**src/rtl/dbgser_pkg.sv**
```systemverilog
package dbgser_pkg;

    // Default frame length in bits
    localparam int DBG_FRAME_W = 17;
    // Default synchronizer depth
    localparam int DBG_SYNC_N = 2;

    // Deglitch filter state: last synchronized sample and accepted level
    typedef struct packed {
        logic prev;
        logic lvl;
    } flt_state_t;

    // Filter events derived for one core cycle
    typedef struct packed {
        logic rise;
        logic fall;
    } flt_event_t;

    // A level is accepted when two consecutive samples agree and differ from the accepted level
    function automatic logic flt_accept(input flt_state_t st, input logic smp);
        return (smp == st.prev) && (smp != st.lvl);
    endfunction

    function automatic flt_state_t flt_next(input flt_state_t st, input logic smp);
        flt_state_t nx;
        nx.prev = smp;
        nx.lvl  = flt_accept(st, smp) ? smp : st.lvl;
        return nx;
    endfunction

    function automatic flt_event_t flt_events(input flt_state_t st, input logic smp);
        flt_event_t ev;
        ev.rise = flt_accept(st, smp) && smp;
        ev.fall = flt_accept(st, smp) && !smp;
        return ev;
    endfunction

endpackage

```
**src/rtl/dbgser_sync.sv**
```systemverilog
module dbgser_sync #(
    parameter int WIDTH  = 2,
    parameter int STAGES = dbgser_pkg::DBG_SYNC_N
) (
    input  logic             clk,
    input  logic             rst,
    input  logic [WIDTH-1:0] d_async,
    output logic [WIDTH-1:0] q_sync
);
    localparam int LAST = STAGES - 1;

    for (genvar b = 0; b < WIDTH; b++) begin : g_bit
        logic [STAGES-1:0] chain;
        always_ff @(posedge clk) begin
            if (rst) begin
                chain <= '0;
            end else begin
                chain[0] <= d_async[b];
                for (int s = 1; s < STAGES; s++) begin
                    chain[s] <= chain[s-1];
                end
            end
        end
        assign q_sync[b] = chain[LAST];
    end

endmodule

```
**src/rtl/dbgser_filter.sv**
```systemverilog
module dbgser_filter
    import dbgser_pkg::*;
(
    input  logic clk,
    input  logic rst,
    input  logic smp,
    output logic lvl,
    output logic rise
);
    flt_state_t st_q;
    flt_state_t st_d;
    flt_event_t ev;

    always_comb begin
        st_d = flt_next(st_q, smp);
        ev   = flt_events(st_q, smp);
    end

    always_ff @(posedge clk) begin
        if (rst) begin
            st_q <= '0;
        end else begin
            st_q <= st_d;
        end
    end

    assign lvl  = st_q.lvl;
    assign rise = ev.rise;

endmodule

```
**src/rtl/dbgser_shifter.sv**
```systemverilog
module dbgser_shifter #(
    parameter int FRAME_W = dbgser_pkg::DBG_FRAME_W
) (
    input  logic               clk,
    input  logic               rst,
    input  logic               rise,
    input  logic               sdi_bit,
    input  logic               tx_load,
    input  logic [FRAME_W-1:0] tx_word,
    output logic [FRAME_W-1:0] rx_word,
    output logic               frame_done,
    output logic               sdo
);
    localparam int CNT_W = (FRAME_W > 1) ? $clog2(FRAME_W) : 1;
    localparam logic [CNT_W-1:0] CNT_LAST = CNT_W'(FRAME_W - 1);

    logic [FRAME_W-1:0] rx_q;
    logic [FRAME_W-1:0] tx_q;
    logic [CNT_W-1:0]   cnt_q;
    logic               done_q;
    logic               sdo_q;

    // Receive side: shift toward MSB, count bits, flag the last one
    always_ff @(posedge clk) begin
        if (rst) begin
            rx_q   <= '0;
            cnt_q  <= '0;
            done_q <= 1'b0;
        end else begin
            done_q <= 1'b0;
            if (rise) begin
                rx_q <= {rx_q[FRAME_W-2:0], sdi_bit};
                if (cnt_q == CNT_LAST) begin
                    cnt_q  <= '0;
                    done_q <= 1'b1;
                end else begin
                    cnt_q <= cnt_q + 1'b1;
                end
            end
        end
    end

    // Transmit side: load has priority, otherwise shift out MSB first
    always_ff @(posedge clk) begin
        if (rst) begin
            tx_q  <= '0;
            sdo_q <= 1'b0;
        end else begin
            if (rise) begin
                sdo_q <= tx_q[FRAME_W-1];
            end
            if (tx_load) begin
                tx_q <= tx_word;
            end else if (rise) begin
                tx_q <= {tx_q[FRAME_W-2:0], 1'b0};
            end
        end
    end

    assign rx_word    = rx_q;
    assign frame_done = done_q;
    assign sdo        = sdo_q;

endmodule

```
**src/rtl/dbgser_front.sv**
```systemverilog
module dbgser_front #(
    parameter int FRAME_W     = dbgser_pkg::DBG_FRAME_W,
    parameter int SYNC_STAGES = dbgser_pkg::DBG_SYNC_N
) (
    input  logic               clk,
    input  logic               rst,
    input  logic               sclk_in,
    input  logic               sdi_in,
    output logic               sdo,
    input  logic [FRAME_W-1:0] tx_word,
    input  logic               tx_load,
    output logic [FRAME_W-1:0] rx_word,
    output logic               frame_done
);
    logic [1:0] sync_q;
    logic       sclk_s;
    logic       sdi_s;
    logic       flt_lvl;
    logic       flt_rise;

    // Both inputs share one synchronizer so data stays aligned with the clock
    dbgser_sync #(
        .WIDTH  (2),
        .STAGES (SYNC_STAGES)
    ) u_sync (
        .clk     (clk),
        .rst     (rst),
        .d_async ({sdi_in, sclk_in}),
        .q_sync  (sync_q)
    );

    assign sclk_s = sync_q[0];
    assign sdi_s  = sync_q[1];

    dbgser_filter u_filter (
        .clk  (clk),
        .rst  (rst),
        .smp  (sclk_s),
        .lvl  (flt_lvl),
        .rise (flt_rise)
    );

    dbgser_shifter #(
        .FRAME_W (FRAME_W)
    ) u_shift (
        .clk        (clk),
        .rst        (rst),
        .rise       (flt_rise),
        .sdi_bit    (sdi_s),
        .tx_load    (tx_load),
        .tx_word    (tx_word),
        .rx_word    (rx_word),
        .frame_done (frame_done),
        .sdo        (sdo)
    );

endmodule

```
**config.mk**
```make
export PLATFORM = sky130hd
export DESIGN_NAME = dbgser_front
export DESIGN_NICKNAME = d
export VERILOG_FILES = /design/src/rtl/dbgser_pkg.sv /design/src/rtl/dbgser_sync.sv /design/src/rtl/dbgser_filter.sv /design/src/rtl/dbgser_shifter.sv /design/src/rtl/dbgser_front.sv
export SDC_FILE = /design/constraint.sdc
export NUM_CORES = 1
export LEC_CHECK = 0
export BUFFER_PORTS_ARGS = -buffer_cell sky130_fd_sc_hd__clkbuf_2
export CAP_MARGIN = 40
export CORE_UTILIZATION = 55
export CTS_BUF_LIST = sky130_fd_sc_hd__clkbuf_8 sky130_fd_sc_hd__clkbuf_16
export DETAILED_ROUTE_END_ITERATION = 6
export GPL_TIMING_DRIVEN = 0
export HOLD_SLACK_MARGIN = 0.03
export PLACE_DENSITY_LB_ADDON = 0.12
export SYNTH_ARGS = -nofsm -noshare
export SYNTH_HDL_FRONTEND = slang
export SYNTH_SLANG_ARGS = --single-unit
```
**constraint.sdc**
```tcl
create_clock -name clk -period 2.05 [get_ports clk]
set_clock_uncertainty 0.15 [all_clocks]
set_input_delay 0.205 -clock clk [delete_from_list [all_inputs] [get_ports clk]]
set_output_delay 0.205 -clock clk [all_outputs]
set_load 0.005 [all_outputs]
```
== Word level (Yosys, flattened, before mapping) ==
Index checks and enable logic that the tools add are counted.

* Eq/ne operators: 3
* $mul: 0
* Reduce and logical (&&, ||, !) cells: 4
* Bitwise gates (word level): 1
* $add $sub $neg: 1
* Shifts and indexed selects: 0
* Divide/modulo/power cells: 0
* Magnitude comparators: 0
* Multiplexer cells: 4

{| class="wikitable"
|+ Operators with widths
! kind !! number
|-
| $mux 17 || 2
|-
| $add 5x1->5 const B || 1
|-
| $eq 5x5->1 const B || 1
|-
| $mux 5 || 1
|-
| $logic_and 1x1->1 || 2
|-
| $reduce_bool 2->1 || 1
|-
| $reduce_or 2->1 || 1
|-
| $eq 1x1->1 || 1
|-
| $mux 1 || 1
|-
| $ne 1x1->1 || 1
|-
| $not 1->1 || 1
|}

* Bits in writable memories: 0
* ROM bits: 0
* Output and inout port bits: 19
* Bits in registers: 47
* Memories: 0
* Bits in latches: 0

== Depth between registers and ports, before layout ==
Gate-level depths: netlist of run 1.

* Word-level depth: 5
* Gate-level depth with buffers: 6

== Modules after synthesis ==
From an unflattened synthesis of run 1, not the netlist that was laid out.

* Cells, all modules: 177
* Area, all modules: 1946.9 sq um

{| class="wikitable"
|+ Modules (own cells, without submodules)
! module !! area an instance (sq um) !! cells an instance !! times used
|-
| dbgser_shifter || 1762.9 || 160 || 1
|-
| dbgser_sync || 120.1 || 10 || 1
|-
| dbgser_filter || 63.8 || 7 || 1
|}

== Least setup slack after synthesis of run 1 ==
OpenSTA, ideal clock, no wires.

* Path kind: register -> register
* Start: register u_shift.cnt_q[0]
* End: register u_shift.cnt_q[2]
* Slack: 0.769 ns
* Arrival time: 1.042 ns
* Cell stages (with the launch flop): 6
* Library setup time: 0.088 ns
* Period minus slack after synthesis: 1.281 ns
* Cell sequence: dfxtp_1 -> inv_1 -> ha_1 -> nand4bb_1 -> a31oi_1 -> a311oi_2

* Longest elaborated chain between the ends: 2

{| class="wikitable"
|+ RTL lines
! item !! RTL line !! RTL
|-
| start, declared || dbgser_shifter.sv:19 || <nowiki>logic [CNT_W-1:0] cnt_q;</nowiki>
|-
| start signal, assigned || dbgser_shifter.sv:37 || <nowiki>cnt_q <= cnt_q + 1'b1;</nowiki>
|-
| $add 5x1->5 or $eq 5x5->1 (tied branches) || dbgser_shifter.sv:37, dbgser_shifter.sv:33 ||
|-
| $mux 5 * || dbgser_shifter.sv:33 || <nowiki>if (cnt_q == CNT_LAST) begin</nowiki>
|}

Mark *: on every way between the ends. The rest lies on a longest branch, timed or not.
A chain may end at the register's enable or synchronous reset.

== Worst setup path after layout of run 1 ==
* Start: input tx_word[0]
* End: register u_shift.tx_q[0]

* Longest elaborated chain between the ends: 1

{| class="wikitable"
|+ RTL lines
! item !! RTL line !! RTL
|-
| start, declared || dbgser_front.sv:10 || <nowiki>input logic [FRAME_W-1:0] tx_word,</nowiki>
|-
| $mux 17 || dbgser_shifter.sv:52 || <nowiki>if (tx_load) begin</nowiki>
|-
| end signal, assigned || dbgser_shifter.sv:53 || <nowiki>tx_q <= tx_word;</nowiki>
|-
| end signal, assigned || dbgser_shifter.sv:55 || <nowiki>tx_q <= {tx_q[FRAME_W-2:0], 1'b0};</nowiki>
|-
| end, declared || dbgser_shifter.sv:18 || <nowiki>logic [FRAME_W-1:0] tx_q;</nowiki>
|}

No other way between the ends.

==> results of run 1 <==
==> worst max path at each step <==
stage,endpoint,slack [ns],from,cells past startpoint
3_5_place_dp,u_shift.rx_word[7],0.65,u_filter.lvl,5
3_3_place_gp,u_shift.tx_q[13],0.67,tx_load,5
5_1_grt,u_shift.rx_word[7],0.46,u_filter.lvl,5
6_report,u_shift.tx_q[0],0.56,tx_word[0],5
2_1_floorplan,u_shift.cnt_q[2],0.77,u_shift.cnt_q[0],5
4_1_cts,u_shift.tx_q[0],0.58,tx_word[0],5
==> worst register-to-register path, delay by kind of cell (launching register included) <==
| kind | cells | cell delay (ns) |
|---|---|---|
| buffers and inverters | 2 | 0.50 |
| and+or+nand+nor | 2 | 0.23 |
| AOI/OAI and AO/OA | 1 | 0.15 |
| DFF | 1 | 0.34 |
==> state kept, by name, indices dropped and copies added, names as in the netlist <==
signal / count
u_filter.lvl: 1
u_shift.frame_done: 1
u_filter.st_q: 1
u_shift.tx_q: 17
u_sync.g_bit.chain: 4
u_shift.cnt_q: 5
u_shift.sdo: 1
u_shift.rx_word: 17
==> logic make-up (layout without fill, tap and decap cells) <==
family,after synthesis,count (layout),share of synthesized area [%]
adders and majority gates,2,2,1.34
AOI/OAI and AO/OA,45,45,19.3
DFF,47,47,50.5
and+or+nand+nor,104,104,23.0
buffers and inverters,20,78,5.84
==> through the flow <==
| step | cell area, um2 | hold slack, ns |
|---|---|---|
| after floorplan | 1860 | 0.183 |
| after global placement | 2110 | 0.267 |
| final | 2320 | 0.0284 |
| after global routing | 2320 | 0.0597 |
| after detailed placement | 2110 | 0.277 |
| after CTS | 2320 | 0.0330 |
==> layer usage <==
layer | routed length (um) | vias up
met5 | 0 | -
met4 | 69 | 0
met2 | 1930 | 39
li1 | - | 844
met3 | 158 | 7
met1 | 1840 | 760
==> repair_timing <==
item,4_1_cts,5_1_grt
setup endpoints to repair,0,0
hold buffers,11,0
hold endpoints to repair,10,0
==> cell usage in the layout (no fill, tap or decap) <==
master         instances
nand2_1               74
dfxtp_1               47
clkbuf_2              39
a21oi_1               23
nor2_1                16
dlygate4sd3_1         11
a311oi_2              10
a311oi_1               8
clkbuf_8               7
buf_2                  6
clkbuf_1               5
nor2b_1                5
inv_1                  4
nand3_1                4
buf_6                  3
buf_1                  2
o21ai_0                2
ha_1                   2
and3b_1                1
buf_4                  1
nand3b_1               1
or3_1                  1
nand4bb_1              1
a31oi_1                1
nor3_1                 1
a41oi_1                1
==> where the power goes <==
group          switching (mW)  internal, mW
logic                  0.0607        0.0582
registers              0.0137         0.940
clock network           0.298         0.303
==> final cells by class <==
| type | instances | area, um2 | area share (%) |
|---|---|---|---|
| well taps | 44 | 55.1 | 2.37 |
| clock inverters | 1 | 3.75 | 0.162 |
| flip-flops and latches | 47 | 941 | 40.5 |
| inverters | 3 | 11.3 | 0.485 |
| multi-input cells | 151 | 813 | 35.0 |
| clock buffers | 7 | 96.3 | 4.15 |
| plain buffers | 17 | 97.6 | 4.20 |
| repair buffers | 50 | 305 | 13.1 |
==> out/results.txt, run 1 <==
The final critical path takes up 72.5% of the cycle. The tree is rooted in a clkbuf_8. The initial antenna violation count is 0, and the number of top-level pins is 41. Setup violations remaining at the end of the flow were counted as 0. The clock net in this run drives a total of 47 sinks.

Of all cell types, the one taking the most synthesized area is dfxtp_1. The top cell family by delay on the critical path is buffers and inverters. Number of antenna-violating nets in the routed design: 0. In the final routed layout, each cell accounts on average for 12.5 um. The worst hold path begins at tx_word[4]. Together, buffers and inverters on the worst path number 3. After layout, the design draws a total of 1.67 mW. The final antenna diode count came out at 0. Sequential cells were found to cover 50.5% of the synthesized design area. For the count of yosys warnings during synthesis, the log shows 0. The number of inserted filler cells in the final layout was 244; the critical path data required time was 2.07 ns. Synthesis instantiated 23 different standard cells from the library. The maximum fanout encountered on the critical timing path is 1, and the pre-CTS setup slack is 0.648 ns.

The run gives 0 as the remaining routing DRC violations. The number of failing hold endpoints at the final stage was 0. Setup repair after global routing left no endpoint under its margin.

Classification of the worst setup path: input pin to flop. The destination of the worst register-to-register timing path was u_shift.rx_word[7]. The floorplan has 20 rows. The number of nets in the synthesized netlist is 242. The die covers 0.00362 mm2. The run gives 29.2% as the met1 track demand over resource in global routing.

Counting instances, the worst hold path has a depth of 3. The prevailing post-synth register cell was dfxtp_1. Traced cell by cell, the critical path runs through dlygate4sd3_1, clkbuf_2, nand2_1, dlygate4sd3_1, a21oi_1.

By area the synthesized netlist is led by dfxtp_1 51%, nand2_1 15%, a311oi_2 8.1%. The max-slew violation count was 0. The flow ran to the end, and the final reports show no timing, DRC or antenna violations. The actual transition at the worst max-transition pin works out to 0.637 ns. The share of synthesized flip-flops with an asynchronous set or reset was 0%. From bottom edge to top edge, the die measures 60.2 um. The minimum period implied by the final worst setup slack is 1.49 ns. For hold timing, the worst endpoint is u_shift.tx_q[4]. For the post-route worst setup slack, the log shows 0.564 ns. The dominant cell by count in the synthesized netlist was nand2_1. The number of cells on the worst reg-to-reg path was 5; the met2 global-route usage was 39.1%. The routed design has 3.99 mm of wire. The run gives 2.67 mm as the post-detailed-placement half-perimeter wirelength. The detailed router finished its first iteration with 104 violations.

Entering global routing, the biggest net connects 14 pins. In the final timing run, aggregate negative setup slack is 0 ns. The maximum buffer depth of the clock tree is 2.

The tools report the endpoint arrival time on the critical path as 1.51 ns. The initial standard-cell utilization of the core came out at 59.6%. The later pin in the worst-skew pair is clocked with a latency of 0.31 ns. Cell type with the highest occurrence count on the critical path: dlygate4sd3_1.

Most congested layer reported by global routing: met2. The finished layout holds 320 standard cells, fillers aside. After clock tree synthesis, the clock-pin slew on the worst setup and hold paths is 0.09 ns. The net total in the final layout is 299, and the share of post-route cells with drive strength above 1 is 23.9%. Power spread over the standard cell area amounts to 720 mW/mm2. The placeable core region was 0.00313 mm2; the biggest cell delay along the critical path was 0.55 ns. In this run, synthesis inferred 0 flip-flops with an integrated enable.

Measured along the x axis, the die boundary spans 60.2 um. Summing every instance area after synthesis gives 0.00186 mm2. In this run the worst hold path is classified as input pin to flop.

The synthesized design contains 47 register bits. The peak supply drop is 0.572 mV, and the final global-route overflow total is 0. The worst setup path is launched from an input pin.

The worst register-to-register path begins at u_filter.lvl. For the number of iterations in the first detailed-routing pass, the log shows 4. The worst setup path is captured at a flop. In this run, post-CTS repair resized a total of 0 instances. In this run the biggest area consumer among cell types represents 50.5% of the synthesized area.

Number of global-route vias before repair: 1498. A synthesized cell averages 8.55 um2. TritonCTS created 5 clock buffers. After synthesis, the most frequently instantiated cells are 74 x nand2_1, 47 x dfxtp_1, 23 x a21oi_1. The gate count of the mapped netlist was 218. TritonCTS built the clock tree.

The standard cell with the maximum stage delay on the critical path is dlygate4sd3_1. The tools report the total via count after detailed routing as 1650. Counting tap cells, the placed design contains a total of 301 instances. The global-route wire length before repair was 6.31 mm; the timing-limited maximum frequency was 673 MHz. Headroom to the max-slew limit came out at 57.6%. The global-route usage over all layers is 24.0%, and the area added between synthesis and finish is 24.7%.

The H-tree generated during clock tree synthesis spans 2 levels. Max-cap violations in this run came to 0. The post-detailed-route via-to-cell ratio was 5.16; the final standard cell utilization of the core was 74.3%.

Global routing consumed, on the met3 layer, 5.84% of the routing resources. Routability congestion estimate from global placement: 0.800. The number of buffers inserted by post-CTS setup repair was 0. The setup check on the worst reg-to-reg path leaves a slack of 0.62 ns.

The count of buffers added on input and output ports is 39. For this design the static power due to leakage is 0.902 nW.
(Power assumes the default switching activity.)
==> inputs of run 2 (changes only) <==
Settings changed: ABC_AREA set to 1, CORE_UTILIZATION 55 to 49.
Clock period 2.05 ns to 1.2 ns, I/O delays scaled along.
==> run 2 against run 1 <==
  * The run now ends with setup timing left
  * Sequential power increased by 70%
  * Cell area increased by 27%
  * Worst setup slack worse by 0.59 ns
  * Clock-buffer cell count is 2 lower
  * First-iteration DRC count fell by 3.8%
  * Clock power rose by 85%
  * Routed wire length up 22%
  * Via count grew 20%
  * Non-clock buffer count rose by 18
  * Flip-flop and latch count did not move
  * Critical path depth is 1 higher
  * Critical endpoint is now u_shift.cnt_q[4]
==> out/results.txt, run 2 <==
The minimum period implied by the final worst setup slack is 1.23 ns. The timing startpoint of the critical path is u_sync.g_bit[0].chain[1]. The top cell type by area accounts for 45.1% of the synthesized area.

The worst register-to-register path has a depth of 6. Following the worst setup path forward leads to its endpoint at u_shift.cnt_q[4]. For the total via count after detailed routing, the log shows 1987.

TritonCTS built the clock tree. The peak supply drop is 0.794 mV. The count of flip-flops with a built-in enable after synthesis was 0; the power density over the cells was 1040 mW/mm2. The count of nets left with antenna violations once routing finished came out at 0.

The critical path in this run is classified as flop to flop. Once layout is complete, the utilization of the core stands at 73.4%. The run finished, with violations left. The post-route worst setup slack was -0.0304 ns. The actual transition at the worst max-transition pin is 0.664 ns, and the number of port buffers is 38. The run gives 404 as the count of placed standard cells in the final layout, fillers left out. STA classifies the critical path endpoint as a flop. Max-slew violation count: 0. The area added between synthesis and finish was 41.8%.

The destination of the worst register-to-register timing path is u_shift.cnt_q[4]. The die outline area was 0.00452 mm2; the routed wire length per instance was 12.0 um. The run gives 0 as the initial antenna violation count. Timing-limited maximum frequency: 813 MHz. The layer flagged by global routing as most heavily used is met2. Clock-pin slew was measured on the worst setup and hold paths at 0.08 ns. The post-synthesis adder-cell area fraction is 1.20%.

Counting instances in the post-synthesis netlist gives the leading cell types as 83 x nand2_1, 49 x nor2_1, 47 x dfxtp_1. The leakage power of the design came out at 1.30 nW. Yosys printed 0 warnings.

The path class of the tightest hold or removal check is input pin to flop. Detailed placement ended at an HPWL of 2.81 mm. Setup slack on the worst reg-to-reg path comes out at -0.03 ns. After detailed placement, the total cell area comes to 0.00234 mm2.

The design draws 3.07 mW. For this run, global-route usage on met3 was measured as 5.91%. Once the floorplan was initialized, standard cells occupied 51.7% of the core.

In the synthesized netlist, mux cells make up 0% of the area. Summing the areas of all and, or, nand and nor instances in the mapped netlist gives 33.2% of the synthesized area. The tools report the gate count of the mapped netlist as 277. The clock passes through at most 2 buffers.

For met1 alone, demand over resource in global routing was 27.8%. Measured along the y axis, the die boundary spans 67.2 um. The run gives 2 as the number of H-tree branching levels.

The number of top-level pins is 41. In the final layout, the share of cells above drive strength 1 is 33.9%. Library cell with the largest summed area after synthesis: dfxtp_1. For the relative max-transition margin, the log shows 55.7%. Counting every net in the synthesized netlist gives 301.

The routed design has 4.86 mm of wire. Startpoint type of the worst setup path: a flop. Among all flip-flop cells after synthesis, the most frequent one is dfxtp_1. The initialized floorplan defines 23 standard-cell rows. Global routing used 34.3% of the available met2 tracks. Yosys instantiated no cell more often than nand2_1. The number of iterations in the first detailed-routing pass was 4. The mean cell area of the mapped netlist was 7.53 um2.

Global routing used 21.5% of the available tracks across all layers. The compound-cell area share of the yosys netlist works out to 11.2%. The synthesized netlist occupies a cell area of 0.00208 mm2. Commonest non-fill, non-tap cell in the layout: nand2_1. After routing the design area is 0.00296 mm2.

The worst path uses 103% of the clock period. The tools report the share of the yosys chip area belonging to registers as 45.1%. The launch instance of the worst register-to-register path is u_sync.g_bit[0].chain[1]. The total of flip-flops plus latches after synthesis came out at 47.

The logs give 1653 for the number of global-route vias before repair and 0 for the remaining routing DRC violations. Buffer cell driving the clock tree root: clkbuf_8. After synthesis, the largest family of logic cells by area is simple AND/OR/NAND/NOR gates. Post-detailed-route via-to-cell ratio: 4.92. After the last flow step, the layout net total stands at 378. In the layout the commonest cells are 80 x nand2_1, 49 x nor2_1, 42 x dfxtp_1. The run gives 100 as the DRC violation total after the first TritonRoute iteration.

The checks that failed: setup timing. For the worst setup path, the data required time is 1.25 ns. At the end of routability-driven placement, the weighted congestion stood at 0.743.

The tools report the global-route wire length before repair as 7.27 mm. Across the run, the number of max-cap violations was 0. The share of synthesized flip-flops with an asynchronous set or reset was 0%.

In this run, CTS created clock tree buffers numbering 5. Maximum number of pins on one net before global-route repair: 17. The number of placed instances, taps included, is 365. By area the synthesized netlist is led by dfxtp_1 45%, nand2_1 15%, nor2_1 8.8%. Setup violations remaining at the end of the flow were counted as 11. The maximum fanout encountered on the critical timing path is 5, and the number of failing hold endpoints at the final stage is 0. The logs give 1.28 ns for the endpoint arrival time on the critical path and 24 for the distinct cell type count after synthesis. For this run the aggregate overflow at the end of global routing stands at 0. The later pin in the worst-skew pair is clocked with a latency of 0.30 ns.

In this run the standard cell core region covers 0.00403 mm2. Setup repair after global routing could not meet its margin everywhere. The repair_antennas step left the layout with diodes totalling 0.

Die span in x: 67.2 um. The number of clock sinks came out at 47. The post-synthesis xor/xnor area fraction was 0%.
==> run 2: cell type report <==
type,count,area (um2)
multi-input cells,199,1100
fillers,318,1070
flip-flops and latches,47,955
repair buffers,69,533
plain buffers,16,139
clock buffers,5,68.8
inverters,16,65.1
well taps,50,62.6
clock inverters,2,33.8
==> run 2: metal layers <==
metal  wire (um)  up-vias
met4          61        0
met5           0        -
met3         234        6
met1        2290      905
met2        2270       49
li1            -     1027
==> run 2: power by group <==
group          total [mW]  leakage, nW  internal (mW)  switching, mW
combinational       0.332        0.861          0.160          0.173
clock                1.11       0.0554          0.602          0.510
sequential           1.62        0.385           1.59         0.0300
total                3.07         1.30           2.35          0.713
==> run 2: cells by family (layout without fill, tap and decap cells) <==
logic type      count (synthesis)  after routing
compound gates                 39             39
fa+ha+maj                       2              2
buf+inv                        33            108
flops                          47             47
simple gates                  156            158
==> run 2: critical path, cell delays in order (launching register included) <==
cell     delay, ns
dfxtp_4       0.39
nand2_4       0.08
nor2_4        0.20
buf_6         0.15
nand3_1       0.07
nand2_1       0.07
nor2_1        0.04
==> run 2: what timing repair did <==
item / 4_1_cts / 5_1_grt
hold buffers: 21 / 0
gates cloned: 2 / 4
endpoints found under the setup margin: 34 / 40
setup buffers: 4 / 2
endpoints found under the hold margin: 19 / 0
pin swaps: 4 / 11
resized for setup: 15 / 35
==> run 2: worst min path at each step <==
| stage | from | to | slack [ns] | cells after the start |
|---|---|---|---|---|
| 2_1_floorplan | sclk_in | u_sync.g_bit[0].chain[0] | 0.08 | 2 |
| 3_3_place_gp | sclk_in | u_sync.g_bit[0].chain[0] | 0.16 | 3 |
| 3_5_place_dp | sclk_in | u_sync.g_bit[0].chain[0] | 0.17 | 3 |
| 4_1_cts | tx_load | u_shift.tx_q[16] | 0.10 | 5 |
| 5_1_grt | rst | u_sync.g_bit[1].chain[1] | 0.14 | 3 |
| 6_report | tx_load | u_shift.tx_q[16] | 0.11 | 5 |
==> run 2: per-stage QoR <==
stage          hold WS, ns  TNS (ns)  setup WS, ns
5_1_grt              0.140     -1.70        -0.103
2_1_floorplan       0.0770         0        0.0265
4_1_cts              0.105   -0.0570       -0.0147
3_3_place_gp         0.162    -0.692       -0.0796
3_5_place_dp         0.169    -0.947        -0.101
6_report             0.110    -0.142       -0.0304
